[src/rtl/can_fc_pkg.sv]
package can_fc_pkg;

   typedef enum logic [1:0] {
      FC_ACTIVE  = 2'b00,
      FC_PASSIVE = 2'b01,
      FC_BUSOFF  = 2'b10
   } fc_state_e;

endpackage

[src/rtl/can_fc_counter.sv]
module can_fc_counter #(
   parameter int W       = 9,
   parameter int UP_STEP = 8
) (
   input  logic         clk,
   input  logic         rst_n,
   input  logic         clr_i,
   input  logic         hold_i,
   input  logic         inc_i,
   input  logic         dec_i,
   output logic [W-1:0] cnt_o
);
   localparam int           MAX_I = (1 << W) - 1;
   localparam logic [W:0]   MAX_X = (W+1)'(MAX_I);
   localparam logic [W:0]   STEP  = (W+1)'(UP_STEP);

   generate
      if (UP_STEP < 1 || UP_STEP > MAX_I) begin : g_bad_step
         $error("can_fc_counter: UP_STEP out of range");
      end
   endgenerate

   logic [W-1:0] cnt_q;
   logic [W:0]   sum;

   assign sum = {1'b0, cnt_q} + STEP;

   always_ff @(posedge clk or negedge rst_n) begin
      if (!rst_n) begin
         cnt_q <= '0;
      end else if (clr_i) begin
         cnt_q <= '0;
      end else if (!hold_i) begin
         if (inc_i) begin
            cnt_q <= (sum > MAX_X) ? MAX_X[W-1:0] : sum[W-1:0];
         end else if (dec_i && cnt_q != '0) begin
            cnt_q <= cnt_q - 1'b1;
         end
      end
   end

   assign cnt_o = cnt_q;


   rise_bound_chk: assert property (@(posedge clk) disable iff (!rst_n)
      1'b1 |=> int'(cnt_q) <= int'($past(cnt_q)) + UP_STEP);


   fall_bound_chk: assert property (@(posedge clk) disable iff (!rst_n)
      !clr_i |=> int'(cnt_q) + 1 >= int'($past(cnt_q)));

endmodule

[src/rtl/can_fc_recovery.sv]
module can_fc_recovery #(
   parameter int RUN_LEN   = 11,
   parameter int RUN_COUNT = 128
) (
   input  logic clk,
   input  logic rst_n,
   input  logic active_i,
   input  logic bit_tick_i,
   input  logic bus_bit_i,
   output logic done_o
);
   localparam int RUN_W = $clog2(RUN_LEN);
   localparam int CNT_W = $clog2(RUN_COUNT);
   localparam logic [RUN_W-1:0] RUN_LAST = RUN_W'(RUN_LEN - 1);
   localparam logic [CNT_W-1:0] CNT_LAST = CNT_W'(RUN_COUNT - 1);

   generate
      if (RUN_LEN < 2 || RUN_COUNT < 2) begin : g_bad_len
         $error("can_fc_recovery: RUN_LEN and RUN_COUNT must be at least 2");
      end
   endgenerate

   logic [RUN_W-1:0] run_q;
   logic [CNT_W-1:0] runs_q;
   logic             rec_bit;
   logic             run_end;

   assign rec_bit = active_i && bit_tick_i && bus_bit_i;
   assign run_end = rec_bit && run_q == RUN_LAST;
   assign done_o  = run_end && runs_q == CNT_LAST;

   always_ff @(posedge clk or negedge rst_n) begin
      if (!rst_n) begin
         run_q  <= '0;
         runs_q <= '0;
      end else if (!active_i || done_o) begin
         run_q  <= '0;
         runs_q <= '0;
      end else if (bit_tick_i) begin
         if (!bus_bit_i) begin
            run_q <= '0;
         end else if (run_end) begin
            run_q  <= '0;
            runs_q <= runs_q + 1'b1;
         end else begin
            run_q <= run_q + 1'b1;
         end
      end
   end


   dominant_restart_chk: assert property (@(posedge clk) disable iff (!rst_n)
      (active_i && bit_tick_i && !bus_bit_i) |=> (run_q == '0 && runs_q == $past(runs_q)));


   run_progress_chk: assert property (@(posedge clk) disable iff (!rst_n)
      (active_i && !bit_tick_i) |=> $stable(runs_q));

endmodule

[src/rtl/can_fault_tracker.sv]
module can_fault_tracker #(
   parameter int CNT_W         = 9,
   parameter int TX_ERR_STEP   = 8,
   parameter int RX_ERR_STEP   = 1,
   parameter int PASSIVE_LIMIT = 128,
   parameter int BUSOFF_LIMIT  = 256,
   parameter int RUN_LEN       = 11,
   parameter int RUN_COUNT     = 128,
   parameter bit SUSPEND_EN    = 1'b1
) (
   input  logic             clk,
   input  logic             rst_n,
   input  logic             tx_err_i,
   input  logic             rx_err_i,
   input  logic             tx_ok_i,
   input  logic             rx_ok_i,
   input  logic             bit_tick_i,
   input  logic             bus_bit_i,
   output logic [CNT_W-1:0] tec_o,
   output logic [CNT_W-1:0] rec_o,
   output logic [1:0]       state_o,
   output logic             suspend_req_o
);
   import can_fc_pkg::*;

   localparam logic [CNT_W-1:0] PAS_L = CNT_W'(PASSIVE_LIMIT);
   localparam logic [CNT_W-1:0] BO_L  = CNT_W'(BUSOFF_LIMIT);

   generate
      if (BUSOFF_LIMIT >= (1 << CNT_W)) begin : g_bad_bo
         $error("can_fault_tracker: BUSOFF_LIMIT does not fit CNT_W");
      end
      if (PASSIVE_LIMIT < 1 || PASSIVE_LIMIT >= BUSOFF_LIMIT) begin : g_bad_pas
         $error("can_fault_tracker: PASSIVE_LIMIT must lie below BUSOFF_LIMIT");
      end
   endgenerate

   logic [CNT_W-1:0] tec_q;
   logic [CNT_W-1:0] rec_q;
   fc_state_e        fc_state;
   logic             busoff;
   logic             recov_done;

   always_comb begin
      if (tec_q >= BO_L)
         fc_state = FC_BUSOFF;
      else if (tec_q >= PAS_L || rec_q >= PAS_L)
         fc_state = FC_PASSIVE;
      else
         fc_state = FC_ACTIVE;
   end

   assign busoff = (fc_state == FC_BUSOFF);

   can_fc_counter #(.W(CNT_W), .UP_STEP(TX_ERR_STEP)) u_tec (
      .clk    (clk),
      .rst_n  (rst_n),
      .clr_i  (recov_done),
      .hold_i (busoff),
      .inc_i  (tx_err_i),
      .dec_i  (tx_ok_i),
      .cnt_o  (tec_q)
   );

   can_fc_counter #(.W(CNT_W), .UP_STEP(RX_ERR_STEP)) u_rec (
      .clk    (clk),
      .rst_n  (rst_n),
      .clr_i  (recov_done),
      .hold_i (busoff),
      .inc_i  (rx_err_i),
      .dec_i  (rx_ok_i),
      .cnt_o  (rec_q)
   );

   can_fc_recovery #(.RUN_LEN(RUN_LEN), .RUN_COUNT(RUN_COUNT)) u_recov (
      .clk        (clk),
      .rst_n      (rst_n),
      .active_i   (busoff),
      .bit_tick_i (bit_tick_i),
      .bus_bit_i  (bus_bit_i),
      .done_o     (recov_done)
   );

   generate
      if (SUSPEND_EN) begin : g_susp
         assign suspend_req_o = (fc_state == FC_PASSIVE);
      end else begin : g_nosusp
         assign suspend_req_o = 1'b0;
      end
   endgenerate

   assign tec_o   = tec_q;
   assign rec_o   = rec_q;
   assign state_o = fc_state;


   busoff_hold_chk: assert property (@(posedge clk) disable iff (!rst_n)
      (busoff && !recov_done) |=> ($stable(tec_q) && $stable(rec_q)));


   recov_clear_chk: assert property (@(posedge clk) disable iff (!rst_n)
      recov_done |=> (tec_q == '0 && rec_q == '0 && state_o == FC_ACTIVE));


   no_suspend_busoff_chk: assert property (@(posedge clk) disable iff (!rst_n)
      busoff |-> !suspend_req_o);


   busoff_entry_chk: assert property (@(posedge clk) disable iff (!rst_n)
      (!busoff && !tx_err_i) |=> !busoff);

endmodule

[config.mk]
export PLATFORM = sky130hd
export DESIGN_NAME = can_fault_tracker
export DESIGN_NICKNAME = d
export VERILOG_FILES = /design/src/rtl/can_fc_pkg.sv /design/src/rtl/can_fc_counter.sv /design/src/rtl/can_fc_recovery.sv /design/src/rtl/can_fault_tracker.sv
export SDC_FILE = /design/constraint.sdc
export NUM_CORES = 1
export LEC_CHECK = 0
export CAP_MARGIN = 10
export CORE_MARGIN = 2
export CORE_UTILIZATION = 35
export CTS_BUF_LIST = sky130_fd_sc_hd__clkbuf_4 sky130_fd_sc_hd__clkbuf_8 sky130_fd_sc_hd__clkbuf_16
export DETAILED_ROUTE_END_ITERATION = 12
export HOLD_SLACK_MARGIN = 0.15
export PLACE_DENSITY_LB_ADDON = 0.3
export SYNTH_ARGS = -nofsm -noshare
export SYNTH_HDL_FRONTEND = slang
export SYNTH_SLANG_ARGS = --single-unit
[constraint.sdc]
create_clock -name clk -period 2.4 [get_ports clk]
set_clock_uncertainty 0.05 [all_clocks]
set_input_delay 0.24 -clock clk [delete_from_list [all_inputs] [get_ports clk]]
set_output_delay 0.24 -clock clk [all_outputs]
set_load 0.05 [all_outputs]
==> qor.txt, run 1 <==
FF-to-FF path depth = 6
slew margin rel. = 66.25%
post-route non-filler standard cell count = 352
Top Ports = 29
Congestion Overflow GR = 0
Worst Tran Pin Value = 0.5017 ns
Max Slew Vio Count = 0
crit path DAT = 1.87 ns
CTS Buf Count = 5
H-tree depth = 2
Leak = 1.026 nW
Buffers on Ports = 28
drt drc = 0
maximum clock frequency = 462.4 MHz
final core occ = 44.03%
outcome = complete, no violations
part of the cycle the worst path needs = 90.11%
initial antenna violation count = 0
Final Instance Area = 0.002591 sq mm
Die X-Extent = 81.73 um
Crit Path Category = reg2out
Mapped Nets = 262
CORE AREA = 0.005886 sq mm
post-CTS sizing = 0
layout net count = 295
first-pass GRT wire length = 8590 um
Worst R2R Setup Slack = 0.38 ns
DRT Wirelength = 5079 um
FF+latch count, synth = 29
largest net degree at the start of global routing = 30
Min Clock Period, post-route = 2.163 ns
Starting Density = 35.93%
Critical Path Sink Type = output pin
setup TNS = 0 ns
R2R Path End = u_tec.cnt_o[7]$_DFFE_PN0P_
Mapped Area = 0.002115 sq mm
Max-Cap Viols = 0
Clock Latency Late Sink = 0.28 ns
register clock-pin slew on the reported worst setup and hold paths = 0.07 ns
CTS tree = built
CTS Hold Buffers Added = 0
total number of yosys warnings = 0
final setup fails = 0
min-delay worst type = in2async
die area = 0.006679 sq mm
n_diodes = 0
gpl congestion = 0.8773
clk sinks = 29
Die Ht = 81.73 um
post-DP HPWL = 3657 um
Critical R2R Launch = u_tec.cnt_o[0]$_DFFE_PN0P_
DR vias/cell = 5.500
sequential area share after synthesis = 34.32%
Clock Tree Buf Depth = 2
biggest area consumer among synthesized cells = dfrtp_1
Avg Cell Area, Syn = 8.666 sq um
Initial DRC Count = 76
Total GRT Usage = 16.65%
area share of the largest cell type after synthesis = 34.32%
Area Overhead vs Synth = 22.54%
placed insts = 345
Worst Path Required = 2.11 ns
drt wl/cell = 14.43 um
layout cell share with drive strength beyond 1 = 11.19%
Cell variety after synth = 55
Synth Instances = 244
routed vias = 1936
Hold Fails Final Rpt = 0
RSZ-0062 raised after global routing = false
post-CTS setup buffer count = 0
final hold slack = 0.2970 ns
root buffer cell = clkbuf_8
Peak VDD IR = 0.0006645 V
placed cell areas = 0.002501 sq mm
pwr dens = 1309 mW/mm^2
TritonRoute pass-1 iters = 4
top post-synthesis cells by area = dfrtp_1 (34%), ha_1 (5.9%), xnor2_1 (4.6%)
crit path max fanout = 7
vias in the first global route = 1823
crit path launch type = flip-flop
ANT nets after route = 0
Rows = 28
[final cells by class]
| cell class | count | area, sq um |
|---|---|---|
| clock inverters | 1 | 7.507 |
| repair buffers | 41 | 377.9 |
| well taps | 75 | 93.84 |
| flip-flops and latches | 29 | 725.7 |
| multi-input cells | 187 | 1255 |
| clock buffers | 6 | 82.58 |
| inverters | 13 | 48.80 |
| fillers | 601 | 3294 |
[synthesized netlist by cell type, drive strengths merged]
master    n
a31oi     1
or3b      1
a22o      1
o31a      1
nor2     20
o2111a    1
o211ai    2
nand3    13
ha       10
nand2b    3
a31o      2
a211oi    4
xnor2    11
o21a      3
o22ai     4
a41oi     1
xor2      2
o21bai    1
a21oi    11
and2      5
o32a      1
clkbuf    7
nor3b     5
mux2i     4
nor4      7
inv      13
nand2    24
o31ai     1
nand4     5
and3      4
nor2b     2
a21boi    6
dfrtp    29
o21ai     8
a32o      1
or4       2
nor3      8
o41ai     1
a2111oi   1
o221ai    1
or3       2
buf       8
o32ai     1
and4      2
nor4b     4
[flip-flops by register name (all words and copies together) (netlist names)]
signal	cells
u_recov.runs_q	7
u_tec.cnt_o	9
u_recov.run_q	4
u_rec.cnt_o	9
[routing by layer]
| metal | up-vias | part of all wire, % | track usage (%) |
|---|---|---|---|
| li1 | 954 | - | - |
| met1 | 924 | 48 | 21.99 |
| met2 | 50 | 46 | 27.24 |
| met3 | 8 | 5.0 | 3.407 |
| met4 | 0 | 1.5 | 5.333 |
| met5 | - | 0 | 0 |
[critical path, stage by stage (launching register included)]
cell             delay (ns)
dfrtp_1                0.50
nor3_1                 0.09
nor2_1                 0.17
clkdlybuf4s50_1        0.84
[cell families after synthesis]
| family | after synthesis | synth area share, % |
|---|---|---|
| compound gates | 53 | 17.40 |
| xor+xnor | 13 | 5.385 |
| fa+ha+maj | 10 | 5.917 |
| buf+inv | 28 | 6.331 |
| flops | 29 | 34.32 |
| mux | 4 | 1.894 |
| simple gates | 107 | 28.76 |
[worst max-delay path by stage]
stage,start,endpoint,slack (ns),depth (start not counted)
after floorplan,u_rec.cnt_o[0]$_DFFE_PN0P_,u_rec.cnt_o[5]$_DFFE_PN0P_,0.09,8
after global placement,bit_tick_i,u_tec.cnt_o[3]$_DFFE_PN0P_,0.39,7
after detailed placement,bit_tick_i,u_tec.cnt_o[3]$_DFFE_PN0P_,0.34,7
after CTS,u_rec.cnt_o[7]$_DFFE_PN0P_,state_o[0],0.19,3
after global routing,u_tec.cnt_o[7]$_DFFE_PN0P_,suspend_req_o,0.14,3
final,u_rec.cnt_o[7]$_DFFE_PN0P_,state_o[0],0.24,3
[cell usage in the layout, fill, tap and decap left out, types with 2 or more instances in the layout]
| cell type | n |
|---|---|
| nand2b_1 | 3 |
| a31o_2 | 2 |
| nor3b_1 | 5 |
| buf_4 | 13 |
| o21a_1 | 3 |
| and3_1 | 2 |
| nor3_1 | 7 |
| nor2b_1 | 2 |
| ha_1 | 10 |
| a21oi_1 | 10 |
| dfrtp_1 | 29 |
| o22ai_1 | 4 |
| nand3_1 | 13 |
| a211oi_1 | 4 |
| o21ai_0 | 8 |
| inv_1 | 13 |
| xnor2_1 | 11 |
| nor4b_1 | 4 |
| nor2_1 | 20 |
| clkbuf_8 | 6 |
| clkdlybuf4s50_1 | 28 |
| and2_1 | 5 |
| o211ai_1 | 2 |
| or3_1 | 2 |
| mux2i_1 | 4 |
| xor2_1 | 2 |
| nand4_1 | 5 |
| nor4_1 | 4 |
| and4_1 | 2 |
| a21boi_0 | 6 |
| nand2_1 | 24 |
| nor4_2 | 2 |
[per-stage QoR]
step / worst slack [ns] / total power [mW]
after floorplan: 0.09302 / 2.377
after detailed placement: 0.3387 / 2.975
final: 0.2374 / 3.392
after CTS: 0.1869 / 3.409
after global routing: 0.1404 / 3.619
after global placement: 0.3945 / 2.965
[report_power, final]
group / internal [mW] / total (mW) / leakage (nW) / switching, mW
Sequential: 0.639 / 0.947 / 0.358 / 0.308
Combinational: 0.755 / 2.03 / 0.624 / 1.27
Clock: 0.226 / 0.418 / 0.0433 / 0.191
(Power assumes the default switching activity.)
==> inputs of run 2 (changes only) <==
- CAP_MARGIN: 10 -> not set
==> results of run 2 <==
Final layout, timing and power as in run 1 (identical DEF).
